--- config.mk ---
export PLATFORM = sky130hd
export DESIGN_NAME = dll_bringup_seq
export DESIGN_NICKNAME = d
export VERILOG_FILES = /design/src/rtl/dllseq_pkg.sv /design/src/rtl/dllseq_us_timer.sv /design/src/rtl/dllseq_lane.sv /design/src/rtl/dllseq_ctrl.sv /design/src/rtl/dll_bringup_seq.sv
export SDC_FILE = /design/constraint.sdc
export NUM_CORES = 1
export LEC_CHECK = 0
export ABC_AREA = 1
export BUFFER_PORTS_ARGS = -buffer_cell sky130_fd_sc_hd__buf_2
export CAP_MARGIN = 20
export CORE_AREA = 2 2 78 80
export CTS_BUF_LIST = sky130_fd_sc_hd__clkbuf_16
export DETAILED_ROUTE_END_ITERATION = 12
export DIE_AREA = 0 0 80 82
export GPL_TIMING_DRIVEN = 0
export PLACE_DENSITY = 0.89
export SETUP_SLACK_MARGIN = 0.02
export SYNTH_ARGS = -nofsm -noshare
export SYNTH_HDL_FRONTEND = slang
export SYNTH_SLANG_ARGS = --single-unit
--- constraint.sdc ---
create_clock -name clk -period 2.5 [get_ports clk]
set_clock_uncertainty 0.2 [all_clocks]
set_input_delay 0 -clock clk [delete_from_list [all_inputs] [get_ports clk]]
set_output_delay 0 -clock clk [all_outputs]
set_load 0.02 [all_outputs]
--- src/rtl/dllseq_pkg.sv ---
package dllseq_pkg;

   // Action applied to one DLL lane when its apply strobe is high.
   typedef enum logic [1:0] {
      STEP_OFF = 2'd0,   // disabled, in reset, phase cleared
      STEP_DIS = 2'd1,   // load phase, disabled, in reset
      STEP_RST = 2'd2,   // enabled, still in reset
      STEP_RUN = 2'd3    // enabled, reset released
   } step_e;

   typedef enum logic [2:0] {
      ST_IDLE  = 3'd0,
      ST_M_DIS = 3'd1,
      ST_M_RST = 3'd2,
      ST_M_RUN = 3'd3,
      ST_S_DIS = 3'd4,
      ST_S_RST = 3'd5,
      ST_S_RUN = 3'd6
   } seq_state_e;

endpackage

--- src/rtl/dllseq_us_timer.sv ---
module dllseq_us_timer #(
   parameter int CLKS_PER_US = 250,
   parameter int US_W        = 5
) (
   input  logic            clk,
   input  logic            rst_n,
   input  logic            load,
   input  logic [US_W-1:0] load_us,
   output logic            expired
);
   localparam int PRE_W = (CLKS_PER_US > 1) ? $clog2(CLKS_PER_US) : 1;
   localparam logic [PRE_W-1:0] PRE_TOP = PRE_W'(CLKS_PER_US - 1);

   logic             run_q;
   logic [PRE_W-1:0] pre_q;
   logic [US_W-1:0]  us_q;

   assign expired = run_q && (pre_q == '0) && (us_q == '0);

   always_ff @(posedge clk or negedge rst_n) begin
      if (!rst_n) begin
         run_q <= 1'b0;
         pre_q <= '0;
         us_q  <= '0;
      end else if (load) begin
         run_q <= 1'b1;
         pre_q <= PRE_TOP;
         us_q  <= load_us - 1'b1;
      end else if (run_q) begin
         if (pre_q != '0) begin
            pre_q <= pre_q - 1'b1;
         end else if (us_q != '0) begin
            us_q  <= us_q - 1'b1;
            pre_q <= PRE_TOP;
         end else begin
            run_q <= 1'b0;
         end
      end
   end
endmodule

--- src/rtl/dllseq_lane.sv ---
module dllseq_lane
   import dllseq_pkg::*;
#(
   parameter int PW = 4
) (
   input  logic          clk,
   input  logic          rst_n,
   input  logic          apply,
   input  step_e         kind,
   input  logic [PW-1:0] phase_in,
   output logic          dis,
   output logic          rstn_o,
   output logic [PW-1:0] phase
);
   always_ff @(posedge clk or negedge rst_n) begin
      if (!rst_n) begin
         dis    <= 1'b1;
         rstn_o <= 1'b0;
         phase  <= '0;
      end else if (apply) begin
         unique case (kind)
            STEP_OFF: begin
               dis    <= 1'b1;
               rstn_o <= 1'b0;
               phase  <= '0;
            end
            STEP_DIS: begin
               dis    <= 1'b1;
               rstn_o <= 1'b0;
               phase  <= phase_in;
            end
            STEP_RST: begin
               dis    <= 1'b0;
               rstn_o <= 1'b0;
            end
            STEP_RUN: begin
               dis    <= 1'b0;
               rstn_o <= 1'b1;
            end
            default: ;
         endcase
      end
   end
endmodule

--- src/rtl/dllseq_ctrl.sv ---
module dllseq_ctrl
   import dllseq_pkg::*;
#(
   parameter int WAIT_DIS_US = 2,
   parameter int WAIT_RST_US = 22,
   parameter int WAIT_RUN_US = 22,
   parameter int US_W        = 5
) (
   input  logic            clk,
   input  logic            rst_n,
   input  logic            start,
   input  logic            expired,
   output logic            accept,
   output logic            m_apply,
   output logic            s_apply,
   output step_e           kind,
   output logic            tmr_load,
   output logic [US_W-1:0] tmr_us,
   output logic            busy,
   output logic            done
);
   localparam logic [US_W-1:0] T_DIS = US_W'(WAIT_DIS_US);
   localparam logic [US_W-1:0] T_RST = US_W'(WAIT_RST_US);
   localparam logic [US_W-1:0] T_RUN = US_W'(WAIT_RUN_US);

   seq_state_e st_q, st_d;
   logic       fin;

   always_comb begin
      st_d     = st_q;
      accept   = 1'b0;
      m_apply  = 1'b0;
      s_apply  = 1'b0;
      kind     = STEP_OFF;
      tmr_load = 1'b0;
      tmr_us   = '0;
      fin      = 1'b0;
      unique case (st_q)
         ST_IDLE: if (start) begin
            accept = 1'b1; m_apply = 1'b1; kind = STEP_DIS;
            tmr_load = 1'b1; tmr_us = T_DIS; st_d = ST_M_DIS;
         end
         ST_M_DIS: if (expired) begin
            m_apply = 1'b1; kind = STEP_RST;
            tmr_load = 1'b1; tmr_us = T_RST; st_d = ST_M_RST;
         end
         ST_M_RST: if (expired) begin
            m_apply = 1'b1; kind = STEP_RUN;
            tmr_load = 1'b1; tmr_us = T_RUN; st_d = ST_M_RUN;
         end
         ST_M_RUN: if (expired) begin
            s_apply = 1'b1; kind = STEP_DIS;
            tmr_load = 1'b1; tmr_us = T_DIS; st_d = ST_S_DIS;
         end
         ST_S_DIS: if (expired) begin
            s_apply = 1'b1; kind = STEP_RST;
            tmr_load = 1'b1; tmr_us = T_RST; st_d = ST_S_RST;
         end
         ST_S_RST: if (expired) begin
            s_apply = 1'b1; kind = STEP_RUN;
            tmr_load = 1'b1; tmr_us = T_RUN; st_d = ST_S_RUN;
         end
         ST_S_RUN: if (expired) begin
            fin = 1'b1; st_d = ST_IDLE;
         end
         default: st_d = ST_IDLE;
      endcase
   end

   always_ff @(posedge clk or negedge rst_n) begin
      if (!rst_n) begin
         st_q <= ST_IDLE;
         done <= 1'b0;
      end else begin
         st_q <= st_d;
         done <= fin;
      end
   end

   assign busy = (st_q != ST_IDLE);
endmodule

--- src/rtl/dll_bringup_seq.sv ---
module dll_bringup_seq
   import dllseq_pkg::*;
#(
   parameter int              CLKS_PER_US  = 250,
   parameter int              WAIT_DIS_US  = 2,
   parameter int              WAIT_RST_US  = 22,
   parameter int              WAIT_RUN_US  = 22,
   parameter int              WORD_W       = 32,
   parameter int              MPH_W        = 6,
   parameter int              MPH_LSB      = 16,
   parameter int              SPH_W        = 4,
   parameter int              NS_WIDE      = 4,
   parameter int              NS_NARROW    = 2,
   parameter int              BWC_W        = 3,
   parameter logic [BWC_W-1:0] BWC_WIDE    = 3'b011
) (
   input  logic                     clk,
   input  logic                     rst_n,
   input  logic                     start,
   input  logic [WORD_W-1:0]        phase_word,
   input  logic [BWC_W-1:0]         bus_width_code,
   output logic                     mst_dis,
   output logic                     mst_rst_n,
   output logic [MPH_W-1:0]         mst_phase,
   output logic [NS_WIDE-1:0]       slv_dis,
   output logic [NS_WIDE-1:0]       slv_rst_n,
   output logic [NS_WIDE*SPH_W-1:0] slv_phase,
   output logic                     busy,
   output logic                     done
);
   localparam int MAX_US = (WAIT_DIS_US > WAIT_RST_US)
                         ? ((WAIT_DIS_US > WAIT_RUN_US) ? WAIT_DIS_US : WAIT_RUN_US)
                         : ((WAIT_RST_US > WAIT_RUN_US) ? WAIT_RST_US : WAIT_RUN_US);
   localparam int US_W = $clog2(MAX_US + 1);

   // Elaboration-time parameter checks.
   if (CLKS_PER_US < 1) begin : g_bad_clk
      $error("CLKS_PER_US must be at least 1");
   end
   if (WAIT_DIS_US < 1 || WAIT_RST_US < 1 || WAIT_RUN_US < 1) begin : g_bad_wait
      $error("every wait must be at least 1 us");
   end
   if (NS_NARROW < 1 || NS_NARROW > NS_WIDE) begin : g_bad_ns
      $error("NS_NARROW must lie in 1..NS_WIDE");
   end
   if (SPH_W * NS_WIDE > MPH_LSB) begin : g_overlap
      $error("slave phase nibbles overlap the master field");
   end
   if (MPH_LSB + MPH_W > WORD_W) begin : g_mst_range
      $error("master phase field exceeds the phase word");
   end

   logic            accept, m_apply, s_apply, tmr_load, expired;
   step_e           kind;
   logic [US_W-1:0] tmr_us;
   logic [WORD_W-1:0] word_q;
   logic            wide_q, wide_now, wide_eff;
   logic            unused_bits;

   assign wide_now    = (bus_width_code == BWC_WIDE);
   assign wide_eff    = accept ? wide_now : wide_q;
   assign unused_bits = ^word_q;

   always_ff @(posedge clk or negedge rst_n) begin
      if (!rst_n) begin
         word_q <= '0;
         wide_q <= 1'b0;
      end else if (accept) begin
         word_q <= phase_word;
         wide_q <= wide_now;
      end
   end

   dllseq_ctrl #(
      .WAIT_DIS_US(WAIT_DIS_US), .WAIT_RST_US(WAIT_RST_US),
      .WAIT_RUN_US(WAIT_RUN_US), .US_W(US_W)
   ) u_ctrl (
      .clk(clk), .rst_n(rst_n), .start(start), .expired(expired),
      .accept(accept), .m_apply(m_apply), .s_apply(s_apply), .kind(kind),
      .tmr_load(tmr_load), .tmr_us(tmr_us), .busy(busy), .done(done)
   );

   dllseq_us_timer #(.CLKS_PER_US(CLKS_PER_US), .US_W(US_W)) u_timer (
      .clk(clk), .rst_n(rst_n), .load(tmr_load), .load_us(tmr_us),
      .expired(expired)
   );

   dllseq_lane #(.PW(MPH_W)) u_mst (
      .clk(clk), .rst_n(rst_n), .apply(m_apply), .kind(kind),
      .phase_in(phase_word[MPH_LSB +: MPH_W]),
      .dis(mst_dis), .rstn_o(mst_rst_n), .phase(mst_phase)
   );

   for (genvar g = 0; g < NS_WIDE; g++) begin : g_slv
      logic  active, apply_g;
      step_e kind_g;
      if (g < NS_NARROW) begin : g_always
         assign active = 1'b1;
      end else begin : g_wide_only
         assign active = wide_eff;
      end
      assign apply_g = active ? s_apply : accept;
      assign kind_g  = active ? kind : STEP_OFF;
      dllseq_lane #(.PW(SPH_W)) u_lane (
         .clk(clk), .rst_n(rst_n), .apply(apply_g), .kind(kind_g),
         .phase_in(word_q[g*SPH_W +: SPH_W]),
         .dis(slv_dis[g]), .rstn_o(slv_rst_n[g]),
         .phase(slv_phase[g*SPH_W +: SPH_W])
      );
   end
endmodule

== Yosys cells after proc, flatten, opt, wreduce, memory -nomap -nowiden ==
Cells that the tools add are included.
Storage, ports and cells
  bits in writable memories: 0
  bits of input ports: 38
  bits in read-only memories: 0
  output and inout port bits: 34
  flip-flop bits (word level): 63
  latch bits: 0
  memories: 0
Operators by class
  magnitude comparators: 0
  equal/unequal tests: 21
  shift-type cells: 0
  reduce and logical (&&, ||, !) cells: 33
  div/mod/pow operators: 0
  mux-type cells: 48
  add/subtract/negate cells: 3
  multipliers: 0
  bitwise logic cells: 0
Operators with widths (count)
  8-bit two-way mux: 4
  4-bit case mux with 2 select lines: 4
  5-bit two-way mux: 5
  3-bit two-way mux: 7
  3-bit case mux with 7 select lines: 1
  2-bit inequality test (second input constant): 8
  5-bit case mux with 3 select lines: 1
  2-bit OR reduction: 7
  1-bit two-way mux: 13
  1-bit case mux with 2 select lines: 6
  6-bit case mux with 2 select lines: 1
  2-bit two-way mux: 5
  5-bit by 1-bit subtractor with 5-bit output (second input constant): 2
  3-bit by 2-bit == test with 1-bit output (second input constant): 3
  3-bit == test (second input constant): 3
  3-bit OR reduction: 3
  2-bit == test (second input constant): 4
  8-bit zero test: 1
  2-bit case mux with 4 select lines: 1
  2-bit AND reduction: 4
  2-bit nonzero test: 4
  8-bit nonzero test: 1
  8-bit by 1-bit subtractor with 8-bit output (second input constant): 1
  7-bit AND reduction: 1
  11 further kinds: 15

== Logic depth before layout (Yosys ltp) ==
Gate-level depths: netlist of the first run.
  word-level depth: 9
  gate-level depth with buffers: 14

== By module ==
From an unflattened synthesis of the first run, not the netlist that was laid out.
Second synthesis, totals
  cells, all modules: 407
  area total of the unflattened synthesis: 3314.4 um2
Modules (own cells, without submodules)
  dllseq_us_timer: instances 1, cells each 139, area an instance 974.7 um2
  dllseq_lane (g_slv[0].u_lane ...): instances 4, cells each 25, area an instance 239.0 um2
  dll_bringup_seq: instances 1, cells each 83, area an instance 711.9 um2
  dllseq_ctrl: instances 1, cells each 50, area an instance 337.8 um2
  dllseq_lane (u_mst): instances 1, cells each 35, area an instance 334.1 um2

== Worst setup path after synthesis of the first run ==
No wires, ideal clock.
  path type: reg2reg
  start point: register u_timer.pre_q[0]
  end point: register u_timer.us_q[2]
  setup time: 126 ps
  cell stages (with the launch flop): 14
  required time: 2174 ps
  data arrival time: 1688 ps
  slack: 486 ps
  buffers on the path: 0
  cell sequence: dfrtp_1 inv_1 ha_1 nand2_1 nor2_4 nand2_4 nand2_1 nand2_2 inv_1 nor2_1 ha_1 xor2_1 nand2_1 o21ai_0
On the way
  cells in the longest elaborated chain, start to end: 7
Ends and longest elaborated chain
  from (decl): RTL line dllseq_us_timer.sv:15  | logic [PRE_W-1:0] pre_q;
  from (signal assigned): RTL line dllseq_us_timer.sv:31  | pre_q <= pre_q - 1'b1;
  8-bit zero test: RTL line dllseq_us_timer.sv:18  | assign expired = run_q && (pre_q == '0) && (us_q == '0);
  1-bit logical AND (2 in a row): RTL line dllseq_us_timer.sv:18
  5-bit two-way mux, or another cell as far along
  5-bit case mux with 3 select lines / 1-bit case mux with 2 select lines (equally long branches): RTL line dllseq_ctrl.sv:38  | unique case (st_q)
  5-bit by 1-bit subtractor with 5-bit output, or another cell as far along: RTL line dllseq_us_timer.sv:28  | us_q <= load_us - 1'b1;
  5-bit two-way mux / 3-bit AND reduction (equally long branches)
  to (signal assigned): RTL line dllseq_us_timer.sv:28
  to (signal assigned): RTL line dllseq_us_timer.sv:33  | us_q <= us_q - 1'b1;
  to (decl): RTL line dllseq_us_timer.sv:16  | logic [US_W-1:0] us_q;
Several ways; a longest one is shown, not always the timed one.
A chain may end at the register's enable or synchronous reset.

== Final worst setup path of the first run ==
  start point: register u_timer.pre_q[0]
  end point: register g_slv[3].u_lane.dis
On the way
  cells in the longest elaborated chain, start to end: 9
Ends and longest elaborated chain
  8-bit zero test (*): RTL line dllseq_us_timer.sv:18
  1-bit logical AND (*) (2 in a row): RTL line dllseq_us_timer.sv:18
  2-bit two-way mux, or another cell as far along: RTL line dllseq_ctrl.sv:47, dllseq_ctrl.sv:59
  2-bit case mux with 4 select lines: RTL line dllseq_ctrl.sv:38
  2-bit two-way mux: RTL line dll_bringup_seq.sv:103  | assign kind_g = active ? kind : STEP_OFF;
  2-bit == test, or another cell as far along: RTL line dllseq_lane.sv:21  | unique case (kind)
  2-bit OR reduction (no source line)
  1-bit case mux with 2 select lines: RTL line dllseq_lane.sv:21
  to (signal assigned): RTL line dllseq_lane.sv:17  | dis <= 1'b1;
  to (signal assigned): RTL line dllseq_lane.sv:23  | dis <= 1'b1;
  to (signal assigned): RTL line dllseq_lane.sv:28  | dis <= 1'b1;
  to (decl): RTL line dllseq_lane.sv:11  | output logic dis,
Every way passes the cells marked *; elsewhere a longest branch is shown, timed or not.

==> results of run 1 <==
## critical path: cells and delay by family, from the launching register on
kind	cells	cell delay, ns
and+or+nand+nor	7	0.81
buffers and inverters	2	0.71
DFF	1	0.36
adders and majority gates	1	0.19
## per-stage QoR
step / setup WS (ns) / util [%]
after floorplan: 0.486 / -
after global placement: 0.305 / 58.4
after detailed placement: 0.259 / 58.7
after CTS: 0.179 / 68.3
after global routing: 0.0353 / 68.3
final: 0.156 / 68.3
## cell usage after synthesis
cell type | count | area share (%)
nand2_1 | 120 | 15
dfrtp_1 | 60 | 51
o21ai_0 | 33 | 5.6
inv_1 | 29 | 3.7
nand3_1 | 24 | 4.1
nor2_1 | 17 | 2.2
buf_4 | 11 | 2.8
a21oi_1 | 5 | 0.85
nor2_2 | 4 | 0.85
dfstp_2 | 3 | 2.7
ha_1 | 3 | 1.3
inv_2 | 3 | 0.38
nand2_2 | 3 | 0.64
nand2_4 | 3 | 1.1
a31oi_1 | 2 | 0.42
buf_6 | 2 | 0.76
clkbuf_1 | 2 | 0.25
inv_4 | 2 | 0.42
nand4_1 | 2 | 0.42
nor2_4 | 2 | 0.76
nor3_1 | 2 | 0.34
o21bai_1 | 2 | 0.51
a21oi_2 | 1 | 0.30
a21oi_4 | 1 | 0.55
buf_2 | 1 | 0.17
inv_6 | 1 | 0.30
nand2_8 | 1 | 0.68
nand3_2 | 1 | 0.34
nand3b_1 | 1 | 0.25
o21ai_4 | 1 | 0.55
o22ai_1 | 1 | 0.21
or2_4 | 1 | 0.30
xor2_1 | 1 | 0.30
## per-layer routing
metal	track usage (%)	vias to the layer above
met1	32.4	1332
met2	46.8	132
met4	11.7	0
li1	-	1286
met5	0	-
met3	4.62	28
## repair_timing
action / CTS / global route
hold endpoints to repair: 57 / 0
endpoints found under the setup margin: 0 / 0
gates resized for setup: 0 / 0
hold buffers: 27 / 0
setup buffers: 0 / 0
## cells by family (layout without fill, tap and decap cells)
family | after synthesis | in the layout
and+or+nand+nor | 181 | 181
AOI/OAI and AO/OA | 46 | 46
DFF | 63 | 63
adders and majority gates | 3 | 3
xor gates and xnor gates | 1 | 1
buffers and inverters | 51 | 156
## power breakdown
group          leakage (nW)  internal (mW)  switching [mW]
Clock                 0.147          0.754           0.422
Sequential            0.794           1.02               0
Combinational          1.24         0.0445          0.0364
## sequential cells by signal, summed over array words and instances, names as in the netlist
signal and flops:
g_slv.u_lane.phase 16, u_timer.us_q 5, u_mst.rstn_o 1, word_q 16, u_ctrl.done 1, u_mst.phase 6
u_timer.run_q 1, u_timer.pre_q 8, g_slv.u_lane.rstn_o 2, wide_q 1, g_slv.u_lane.dis 2, u_ctrl.st_q 3
u_mst.dis 1
## cell usage in the layout (no fill, tap or decap), types with 3 or more instances in the layout
cell	n
buf_2	62
clkbuf_16	9
nor2_1	17
dfstp_2	3
nand3_1	24
nand2_2	3
a21oi_1	5
inv_2	3
nand2_4	3
buf_4	11
dfrtp_1	60
inv_1	32
o21ai_0	33
nor2_2	4
nand2_1	120
dlygate4sd3_1	27
ha_1	3
## area by class of cell
class                   count  area, µm²  share of cell area (%)
clock inverters             7       57.6                    1.47
flip-flops and latches     63       1580                    40.2
inverters                  35        141                    3.60
multi-input cells         231       1110                    28.4
repair buffers             89        596                    15.2
plain buffers              16        118                    3.00
clock buffers               9        225                    5.74
well taps                  75       93.8                    2.39
## worst max path at each step
stage | startpoint | end | slack [ns] | depth (start not counted)
floorplan | u_timer.pre_q[0] | u_timer.us_q[2] | 0.49 | 13
global placement | u_timer.pre_q[0] | u_timer.us_q[2] | 0.30 | 13
detailed placement | u_timer.pre_q[0] | u_timer.us_q[2] | 0.26 | 13
CTS | u_timer.pre_q[0] | g_slv[3].u_lane.dis | 0.18 | 10
global route | u_timer.pre_q[0] | u_timer.us_q[2] | 0.04 | 13
finish | u_timer.pre_q[0] | g_slv[3].u_lane.dis | 0.16 | 10
==> impl_metrics.env, run 1 <==
export IMPL_status="complete, no violations"
export IMPL_maxSlewViolCount=0
export IMPL_reg2reg_depth=10
export IMPL_synth_compound_area_share_pct=8.98
export IMPL_yosysSeqAreaShare_pct=53.5
export IMPL_worstMarginPinSlew_ns=0.755
export IMPL_cts_sinks=63
export IMPL_max_freq_mhz=427
export IMPL_hold_path_class="in2reg"
export IMPL_fin_cells=525
export IMPL_clockRootBuffer="clkbuf_16"
export IMPL_slew_headroom_pct=49.7
export IMPL_path_cells="inv_1 > ha_1 > nand2_1 > nor2_4 > nand2_4 > nor2_2 > nand2_1 > nand3_1 > dlygate4sd3_1 > nand2_1"
export IMPL_die_w_um=80
export IMPL_endpoint_kind="register"
export IMPL_synth_cell_type_count=33
export IMPL_leakagePower_nw=2.18
export IMPL_crit_arrival_ns=2.39
export IMPL_die_h_um=82
export IMPL_wl_per_cell_um=15.5
export IMPL_grt_max_degree=34
export IMPL_start_util_pct=51.4
export IMPL_required_ns=2.55
export IMPL_vias=2778
export IMPL_yosysWarnings=0
export IMPL_drt_pass1_iter_count=5
export IMPL_fin_crit_ns=2.34
export IMPL_power_density_mw_per_mm2=580
export IMPL_die_area_mm2=0.00656
export IMPL_wl_met3_um=424
export IMPL_area_growth_pct=32.9
export IMPL_routed_top_layer="met4"
export IMPL_dp_hpwl_um=4600
export IMPL_design_area_mm2=0.00393
export IMPL_n_antenna_cell=0
export IMPL_setup_viol=0
export IMPL_wl_met1_um=3100
export IMPL_synth_seq_cells=63
export IMPL_synth_nets=386
export IMPL_nets=486
export IMPL_peakVddDrop_mv=0.678
export IMPL_critical_path_slowest_cell="dlygate4sd3_1"
export IMPL_slowest_delay_ns=0.57
export IMPL_worstPathMaxFanout=8
export IMPL_grt_pass1_vias=2817
export IMPL_yosys_area_share_simple_pct=27.2
export IMPL_placementRows=28
export IMPL_wl_um=8120
export IMPL_cp_start_kind="register"
export IMPL_grt_usage_pct=26.6
export IMPL_io_pins=72
export IMPL_core_region_area_mm2=0.00575
export IMPL_avgSynthCellArea_um2=8.56
export IMPL_insertion_delay_ns=0.32
export IMPL_avgViaCountPerCell=5.29
export IMPL_worstReg2RegEnd="g_slv[3].u_lane.dis"
export IMPL_cp_common_cell="nand2_1"
export IMPL_finalPower_mw=2.28
export IMPL_cap_violations=0
export IMPL_synth_top_family_by_area="simple AND/OR/NAND/NOR gates"
export IMPL_htreeDepth=3
export IMPL_drt_initial_drc_count=202
export IMPL_cts_buffer_depth=2
export IMPL_wl_met2_um=4340
export IMPL_clk_pin_slew_ns=0.05
export IMPL_r2r_start="u_timer.pre_q[0]"
export IMPL_port_buffers=61
export IMPL_grt_ovfl_total=0
export IMPL_synthAdderAreaFrac_pct=1.27
export IMPL_syn_inst=345
export IMPL_synth_mux_area_share_pct=0
export IMPL_gp_congestion=0.855
export IMPL_ant_nets=0
export IMPL_criticalPathCategory="reg2reg"
export IMPL_placedCellCount=482
export IMPL_min_to="u_mst.phase[0]"
export IMPL_hold_start="start"
export IMPL_cts_tree="done"
export IMPL_synth_xor_area_share_pct=0.296
export IMPL_post_route_period_util_pct=93.7
export IMPL_synth_area_mm2=0.00295
export IMPL_whs_ns=0.0289
export IMPL_layout_drive_gt1_share_pct=25.6
export IMPL_grt_pass1_wl_um=13300
export IMPL_antenna_found_initial=0
export IMPL_rrSetupSlack_ns=0.16
export IMPL_dpl_cell_area_mm2=0.00337
export IMPL_hold_viol=0
export IMPL_drc=0
export IMPL_rsz0062_at_grt="false"
export IMPL_min_path_cells=5
export IMPL_cts_buffers=9
export IMPL_fillers=409
export IMPL_tns_ns=0
(Power assumes the default switching activity.)
==> inputs of run 2 (changes only) <==
--- a/config.mk
+++ b/config.mk
@@ -14,6 +14,7 @@
 export DIE_AREA = 0 0 80 82
 export GPL_TIMING_DRIVEN = 0
 export PLACE_DENSITY = 0.89
+export REMOVE_ABC_BUFFERS = 1
 export SETUP_SLACK_MARGIN = 0.02
 export SYNTH_ARGS = -nofsm -noshare
 export SYNTH_HDL_FRONTEND = slang
==> impl_metrics.env, run 2 (synthesized netlist as in run 1, its figures left out) <==
export IMPL_grt_usage_pct=24.7
export IMPL_pre_cts_ws_ns=-0.0382
export IMPL_final_cell_mix="nand2_1 (119), buf_2 (61), dfrtp_1 (59), dlygate4sd3_1 (42), o21ai_0 (33)"
export IMPL_placedCellCount=466
export IMPL_rsz0062_at_grt="true"
export IMPL_max_freq_mhz=430
export IMPL_wl_met2_um=3810
export IMPL_fin_cells=524
export IMPL_worstPathMaxFanout=33
export IMPL_fin_crit_ns=2.32
export IMPL_critPathTopFamily="buffers and inverters"
export IMPL_slew_headroom_pct=61.7
export IMPL_cts_tree="done"
export IMPL_peakVddDrop_mv=0.430
export IMPL_cts_sinks=63
export IMPL_cts_buffers=9
export IMPL_clk_pin_slew_ns=0.05
export IMPL_placementRows=28
export IMPL_regArea_mm2=0.00158
export IMPL_post_route_period_util_pct=92.9
export IMPL_grt_pass1_vias=2713
export IMPL_layout_commonest_cell="nand2_1"
export IMPL_fillers=414
export IMPL_avgViaCountPerCell=5.01
export IMPL_start_util_pct=51.4
export IMPL_vias=2627
export IMPL_ant_nets=0
export IMPL_gp_congestion=0.890
export IMPL_required_ns=2.55
export IMPL_die_w_um=80
export IMPL_critical_path_slowest_cell="dlygate4sd3_1"
export IMPL_wl_met1_um=2860
export IMPL_crit_arrival_ns=2.38
export IMPL_grt_ovfl_total=0
export IMPL_die_h_um=82
export IMPL_routed_top_layer="met4"
export IMPL_wl_met3_um=298
export IMPL_criticalPathCategory="reg2reg"
export IMPL_path_cells="nor2_4 > nand2_4 > inv_4 > nand2_8 > inv_8 > or2_4 > nand2_2 > nand3_1 > dlygate4sd3_1 > nand2_1"
export IMPL_multi_input_area_mm2=0.00114
export IMPL_switching_share_pct=21.0
export IMPL_antenna_found_initial=0
export IMPL_area_growth_pct=34.1
export IMPL_maxSlewViolCount=0
export IMPL_worstMarginPinSlew_ns=0.574
export IMPL_drt_initial_drc_count=212
export IMPL_largestRegisters="g_slv.u_lane.phase x16, word_q x16, u_timer.pre_q x8"
export IMPL_hold_path_class="in2async"
export IMPL_cap_violations=0
export IMPL_grt_max_degree=41
export IMPL_wl_per_cell_um=13.6
export IMPL_port_buffers=61
export IMPL_htreeDepth=3
export IMPL_nets=485
export IMPL_power_switching_mw=0.457
export IMPL_layout_drive_gt1_share_pct=23.8
export IMPL_clockRootBuffer="clkbuf_16"
export IMPL_path_buf_inv=3
export IMPL_drt_pass1_iter_count=4
export IMPL_drc=0
export IMPL_whs_ns=0.00124
export IMPL_worst_slack_ns=0.177
export IMPL_internal_power_mw=1.72
export IMPL_cp_start_kind="register"
export IMPL_finalPower_mw=2.18
export IMPL_sequentialPowerShare_pct=46.9
export IMPL_status="complete, no violations"
export IMPL_n_antenna_cell=0
export IMPL_core_region_area_mm2=0.00575
export IMPL_setup_viol=0
export IMPL_io_pins=72
export IMPL_dp_hpwl_um=4280
export IMPL_combinationalPowerShare_pct=3.7
export IMPL_die_area_mm2=0.00656
export IMPL_hold_viol=0
export IMPL_power_density_mw_per_mm2=549
export IMPL_endpoint_kind="register"
export IMPL_cts_buffer_depth=2
export IMPL_slowest_delay_ns=0.55
export IMPL_p_clk_share_pct=49.4
export IMPL_wl_um=7130
export IMPL_insertion_delay_ns=0.33
export IMPL_leakagePower_nw=2.20
export IMPL_tns_ns=0
export IMPL_grt_pass1_wl_um=12300
export IMPL_post_cts_buffers=0
==> run 2: layout make-up <==
cell class / instances / area share, %
clock buffer: 9 / 5.69
clock inverter: 7 / 0.853
inverter: 35 / 3.63
multi-input combinational: 231 / 28.7
sequential: 63 / 39.9
tap: 75 / 2.37
timing repair buffer: 104 / 18.8
==> run 2: through the flow <==
step / area, µm² / utilization [%]
after global placement: 3240 / 56.3
after CTS: 3940 / 68.6
after floorplan: 2840 / -
final: 3960 / 68.9
after detailed placement: 3260 / 56.7
after global routing: 3960 / 68.9
==> run 2: final timing paths <==
kind / startpoint / to / slack [ns] / cells past startpoint
max in group asynchronous: rst_n / g_slv[3].u_lane.dis / 1.43 / 3
min reg2reg: u_mst.dis / u_mst.dis / 0.26 / 2
max reg2reg: u_ctrl.st_q[1] / g_slv[3].u_lane.dis / 0.18 / 10
min: rst_n / u_mst.rstn_o / 0.001 / 2
max: u_ctrl.st_q[1] / g_slv[3].u_lane.dis / 0.18 / 10
min in group clk: phase_word[0] / word_q[0] / 0.23 / 4
==> run 2: power groups by stage <==
stage	logic [mW]	clock network, mW	registers [mW]
after floorplan	0.000777	0	1.04
after global placement	0.0416	0	1.04
after detailed placement	0.0464	0	1.04
after CTS	0.0785	1.08	1.02
after global routing	0.0882	1.13	1.02
final	0.0795	1.08	1.02
==> run 2: layer usage <==
layer | global-route usage [%] | vias to the layer above
met5 | 0 | -
met4 | 10.8 | 0
met3 | 4.29 | 17
met2 | 44.5 | 81
met1 | 29.1 | 1241
li1 | - | 1288
==> run 2: worst register-to-register path: stages (launching register included) <==
cell and delay [ns]:
dfrtp_2 0.47, nor2_4 0.14, nand2_4 0.07, inv_4 0.08
nand2_8 0.13, inv_8 0.22, or2_4 0.18, nand2_2 0.09
nand3_1 0.08, dlygate4sd3_1 0.55, nand2_1 0.05
==> run 2: repair_timing <==
action | CTS | global route
endpoints found under the setup margin | 3 | 12
hold buffers | 42 | 0
gates resized for setup | 1 | 6
endpoints found under the hold margin | 88 | 0
